### src/rtl/alarm_pkg.sv
package alarm_pkg;

  // number of external fatal detector inputs
  localparam int unsigned N_FATAL_IN = 10;
  // fatal cause bits: external ones plus the fatal undefined-instruction case
  localparam int unsigned N_FATAL    = N_FATAL_IN + 1;
  // recoverable causes: uncorrectable ECC, soft undefined instruction
  localparam int unsigned N_REC      = 2;
  localparam int unsigned N_CAUSE    = N_FATAL + N_REC;
  localparam int unsigned N_RST      = 2;

  localparam int unsigned REC_ECC    = 0;
  localparam int unsigned REC_UNDEF  = 1;

  typedef enum logic [1:0] {
    ECC_CLEAN = 2'b00,
    ECC_FIXED = 2'b01,
    ECC_DUAL  = 2'b10,
    ECC_MULTI = 2'b11
  } ecc_state_e;

endpackage

### src/rtl/alarm_classify.sv
module alarm_classify
  import alarm_pkg::*;
#(
  parameter int unsigned FIN = N_FATAL_IN
) (
  input  logic [FIN-1:0]   fatal_i,
  input  logic [1:0]       nvm_ecc_i,
  input  logic             undef_i,
  input  logic             undef_kind_i,
  output logic [FIN:0]     fatal_ev_o,
  output logic [N_REC-1:0] rec_ev_o
);

  ecc_state_e ecc_st;
  logic       ecc_bad;

  always_comb begin
    ecc_st = ecc_state_e'(nvm_ecc_i);
    unique case (ecc_st)
      ECC_DUAL, ECC_MULTI: ecc_bad = 1'b1;
      default:             ecc_bad = 1'b0;  // clean or silently corrected
    endcase
  end

  always_comb begin
    fatal_ev_o             = {undef_i & undef_kind_i, fatal_i};
    rec_ev_o               = '0;
    rec_ev_o[REC_ECC]      = ecc_bad;
    rec_ev_o[REC_UNDEF]    = undef_i & ~undef_kind_i;
  end

endmodule

### src/rtl/fatal_capture.sv
module fatal_capture
  import alarm_pkg::*;
#(
  parameter int unsigned NF = N_FATAL,
  parameter int unsigned NR = N_RST
) (
  input  logic          clk,
  input  logic          por_i,
  input  logic [NF-1:0] fatal_ev_i,
  output logic [NF-1:0] sticky_o,
  output logic          halt_o,
  output logic [NR-1:0] rst_o
);

  logic [NF-1:0] sticky_q;
  logic          halt_q;
  logic [NR-1:0] rst_q;
  logic          any_ev;

  assign any_ev = |fatal_ev_i;

  always_ff @(posedge clk) begin
    if (por_i) begin
      sticky_q <= '0;
      halt_q   <= 1'b0;
      rst_q    <= '0;
    end else begin
      sticky_q <= sticky_q | fatal_ev_i;
      if (any_ev) halt_q <= 1'b1;
      rst_q    <= (halt_q || any_ev) ? '1 : '0;
    end
  end

  assign sticky_o = sticky_q;
  assign halt_o   = halt_q;
  assign rst_o    = rst_q;


  fatal_rst_chk: assert property (@(posedge clk) disable iff (por_i)
    any_ev |=> (halt_q && rst_q == '1));


  halt_hold_chk: assert property (@(posedge clk) disable iff (por_i)
    halt_q |=> (halt_q && rst_q == '1));

  for (genvar g = 0; g < NF; g++) begin : g_stk

    cause_sticky_chk: assert property (@(posedge clk) disable iff (por_i)
      sticky_q[g] |=> sticky_q[g]);
  end

endmodule

### src/rtl/recov_cause.sv
module recov_cause
  import alarm_pkg::*;
#(
  parameter int unsigned NRC = N_REC
) (
  input  logic           clk,
  input  logic           por_i,
  input  logic [NRC-1:0] rec_ev_i,
  input  logic           clr_en_i,
  input  logic [NRC-1:0] clr_mask_i,
  output logic [NRC-1:0] pend_o
);

  logic [NRC-1:0] pend_q;

  for (genvar g = 0; g < NRC; g++) begin : g_bit
    always_ff @(posedge clk) begin
      if (por_i)                          pend_q[g] <= 1'b0;
      else if (rec_ev_i[g])               pend_q[g] <= 1'b1;
      else if (clr_en_i && clr_mask_i[g]) pend_q[g] <= 1'b0;
    end


    set_wins_chk: assert property (@(posedge clk) disable iff (por_i)
      rec_ev_i[g] |=> pend_q[g]);


    w1c_chk: assert property (@(posedge clk) disable iff (por_i)
      (clr_en_i && clr_mask_i[g] && !rec_ev_i[g]) |=> !pend_q[g]);


    keep_chk: assert property (@(posedge clk) disable iff (por_i)
      (pend_q[g] && !(clr_en_i && clr_mask_i[g])) |=> pend_q[g]);
  end

  assign pend_o = pend_q;

endmodule

### src/rtl/alarm_reset_ctrl.sv
module alarm_reset_ctrl
  import alarm_pkg::*;
(
  input  logic                  clk,
  input  logic                  por_i,
  input  logic [N_FATAL_IN-1:0] fatal_i,
  input  logic [1:0]            nvm_ecc_i,
  input  logic                  undef_i,
  input  logic                  undef_kind_i,
  input  logic                  clr_en_i,
  input  logic [N_REC-1:0]      clr_mask_i,
  output logic [N_CAUSE-1:0]    cause_o,
  output logic                  halt_o,
  output logic [N_RST-1:0]      rst_o,
  output logic                  irq_o,
  output logic                  nmi_o
);

  logic [N_FATAL-1:0] fatal_ev;
  logic [N_REC-1:0]   rec_ev;
  logic [N_FATAL-1:0] fatal_stk;
  logic [N_REC-1:0]   rec_pend;

  alarm_classify #(.FIN(N_FATAL_IN)) u_cls (
    .fatal_i      (fatal_i),
    .nvm_ecc_i    (nvm_ecc_i),
    .undef_i      (undef_i),
    .undef_kind_i (undef_kind_i),
    .fatal_ev_o   (fatal_ev),
    .rec_ev_o     (rec_ev)
  );

  fatal_capture #(.NF(N_FATAL), .NR(N_RST)) u_fat (
    .clk        (clk),
    .por_i      (por_i),
    .fatal_ev_i (fatal_ev),
    .sticky_o   (fatal_stk),
    .halt_o     (halt_o),
    .rst_o      (rst_o)
  );

  recov_cause #(.NRC(N_REC)) u_rec (
    .clk        (clk),
    .por_i      (por_i),
    .rec_ev_i   (rec_ev),
    .clr_en_i   (clr_en_i),
    .clr_mask_i (clr_mask_i),
    .pend_o     (rec_pend)
  );

  assign cause_o = {rec_pend, fatal_stk};
  assign irq_o   = rec_pend[REC_ECC];
  assign nmi_o   = rec_pend[REC_UNDEF];


  por_clear_chk: assert property (@(posedge clk)
    por_i |=> (cause_o == '0 && !halt_o && rst_o == '0));


  ecc_no_rst_chk: assert property (@(posedge clk) disable iff (por_i)
    (!halt_o && fatal_ev == '0 && nvm_ecc_i[1]) |=> (irq_o && rst_o == '0));

endmodule

### config.mk
export PLATFORM = sky130hd
export DESIGN_NAME = alarm_reset_ctrl
export DESIGN_NICKNAME = d
export VERILOG_FILES = /design/src/rtl/alarm_pkg.sv /design/src/rtl/alarm_classify.sv /design/src/rtl/fatal_capture.sv /design/src/rtl/recov_cause.sv /design/src/rtl/alarm_reset_ctrl.sv
export SDC_FILE = /design/constraint.sdc
export NUM_CORES = 1
export LEC_CHECK = 0
export BUFFER_PORTS_ARGS = -buffer_cell sky130_fd_sc_hd__buf_2
export CAP_MARGIN = 5
export CORE_AREA = 4 4 41 43
export DETAILED_ROUTE_END_ITERATION = 7
export DIE_AREA = 0 0 45 47
export GPL_ROUTABILITY_DRIVEN = 0
export PLACE_DENSITY = 0.75
export SYNTH_ARGS = -nofsm -noshare
export SYNTH_HDL_FRONTEND = slang
export SYNTH_SLANG_ARGS = --single-unit
### constraint.sdc
create_clock -name clk -period 2.4 [get_ports clk]
set_clock_uncertainty 0.2 [all_clocks]
set_input_delay 0 -clock clk [delete_from_list [all_inputs] [get_ports clk]]
set_output_delay 0 -clock clk [all_outputs]
set_load 0.01 [all_outputs]
==> metrics.cfg <==
[setup_path]
cp_num_buf_inv = 4
critical_path_class = in2reg
cp.arrival_ns = 1.97
r2r_slack_ns = 0.52
crit_path_max_fanout = 3
cp_slowest_cell = dlygate4sd3_1
cp-start-kind = input pin
path_delay_family = buffers and inverters
critPathMostFrequentCell = dlygate4sd3_1
slowest_delay_ns = 0.56
end_kind = flip-flop
cp_cell_sequence = dlygate4sd3_1 > buf_2 > a21oi_1 > dlygate4sd3_1 > nor2_1 > dlygate4sd3_1
worstPathRequired_ns = 2.37

[sta]
finalSetupViolCount = 0
fmax_ghz = 0.502
slew_headroom = 0.794
fin_setup_tns_ns = 0
period_minus_slack_ns = 1.99
rsz0062_at_grt = false
worst_hold_slack_ns = 0.358
fin_crit_sh = 0.831
tightest_slew_ns = 0.307
setup_ws_ns = 0.407
drv_slew = 0
hold_violations = 0

[run]
cap_viol_max_count = 0

[clock_tree]
insertion_delay_ns = 0.28
cts.path.max_buffers = 2
clock_sinks = 15
cts_setup_buffers = 0
htreeDepth = 1
ctsRootBufferMaster = clkbuf_4
cts_buffers = 3
clk_pin_slew_ns = 0.09
cts_tree = built
cts_resized = 0

[layout]
num-nets-final = 135
final_common_cell = buf_2
post-route-util = 0.750
drive_above_1_share = 0.374
n_antenna_cell = 0
area_delta_synth_final_pct = 94.5
final_cell_mix = 35 x buf_2, 28 x dlygate4sd3_1, 21 x nor2_1
layout.cells.non_filler = 130

[power_and_ir_drop]
clkPwrFrac = 0.276
ir_drop_v = 0.000435
swShare = 0.260
powerDensity_nw_per_um2 = 548
power_frac_comb = 0.211
p_sw_mw = 0.139
leakagePower_nw = 0.484
seq_power_share = 0.513
power.internal_mw = 0.396

[synth]
ys_warn_count = 0
syn_avg_cell_area_sq_um = 9.65
synth-seq-cells = 15
yosysSeqAreaShare = 0.599
netlist_area_sq_um = 502
syn-num-nets = 71
synth.top_cell.area_share = 0.599
yosys.area.top_type = dfxtp_1
synthCells = 52
synth_area_leaders = dfxtp_1 60%, nor2_1 16%, nor4_2 5.0%
yosysUniqueCellTypes = 13

[placed_design]
pre_cts_slack_ns = 1.26
post-dp-hpwl_um = 859
port_buffers = 35
dp.cells = 98

[floorplanning]
die_area_sq_um = 2120
die_x_um = 45
rows = 13
core_sq_um = 1300
ioPinCount = 37
die_height_um = 47
initial_core_util = 0.386

[detailed_routing]
drc_errors = 0
dr.pass1.iters = 4
final_antenna_net_count = 0
via_per_inst = 4.58
totalWireLength_um = 1550
num_vias = 596
wl_per_cell_um = 11.9
drt_iter0_drc = 5

[grt]
track_usage = 0.174
grt_pass1_wl_um = 2730
grt.overflow.total = 0
antenna_found_initial = 0
grt_pass1_vias = 643
grt_max_degree = 16

[outcome]
status = finished clean

[hold_path]
hold_path.class = in2reg

per-stage QoR:
stage	instance area [sq um]	total power, mW
2_1_floorplan	502	0.314
3_3_place_gp	668	0.348
3_5_place_dp	668	0.350
4_1_cts	976	0.538
5_1_grt	976	0.563
6_report	976	0.535
worst reg2reg max path: cells and delay by family (launching register included):
family                 cells  cell delay (ns)
flip-flops                 1             0.32
AO/OA/AOI/OAI              1             0.11
AND/OR/NAND/NOR            1             0.04
buffers and inverters      2             1.11
area by class of cell:
class	count	area, sq um
Multi-Input combinational cell	33	174
Clock buffer	3	22.5
Sequential cell	15	300
Fill cell	100	325
Tap cell	15	18.8
Timing Repair Buffer	63	455
Clock inverter	1	5.00
power groups by stage:
stage / clock network (mW) / registers, mW / logic, mW
2_1_floorplan: 0 / 0.289 / 0.0255
3_3_place_gp: 0 / 0.279 / 0.0696
6_report: 0.148 / 0.274 / 0.113
4_1_cts: 0.152 / 0.274 / 0.111
5_1_grt: 0.161 / 0.277 / 0.125
3_5_place_dp: 0 / 0.280 / 0.0708
what timing repair did:
action,CTS,global route
hold buffers,28,0
setup endpoints to repair,0,0
endpoints found under the hold margin,15,0
cell usage after synthesis:
library cell  number
a41oi_1            2
a21oi_1            2
nor4_2             2
a21bo_2            1
nor3_1             1
o21ba_2            1
dfxtp_1           15
buf_4              3
a21boi_0           1
nand2b_1           1
nand2_1            1
buf_2              1
nor2_1            21
registers in the layout, summed over array words and instances (netlist names):
| name | cells |
|---|---|
| u_fat.rst_o | 1 |
| u_rec.pend_o | 2 |
| u_fat.halt_o | 1 |
| u_fat.sticky_o | 11 |
logic make-up after synthesis:
| kind of cell | after synthesis | share of synthesized area |
|---|---|---|
| compound gates | 7 | 0.110 |
| buf+inv | 4 | 0.0549 |
| flops | 15 | 0.599 |
| simple gates | 26 | 0.237 |
path summary, 6_finish.rpt:
path              cells after the start                 end               start
setup / recovery                      6  u_fat.sticky_o[10]        undef_kind_i
hold / removal                        4     u_rec.pend_o[1]       clr_mask_i[1]
setup reg to reg                      4  u_fat.sticky_o[10]  u_fat.sticky_o[10]
hold reg to reg                       2        u_fat.halt_o        u_fat.halt_o
per-layer routing:
layer | GRT usage | vias to the layer above | share of wire
li1 | - | 294 | -
met1 | 0.178 | 275 | 0.36
met2 | 0.350 | 27 | 0.55
met3 | 0.0498 | 0 | 0.088
met4 | 0.0292 | 0 | 0
met5 | 0 | - | 0
Power figures use the tool's default switching activity.
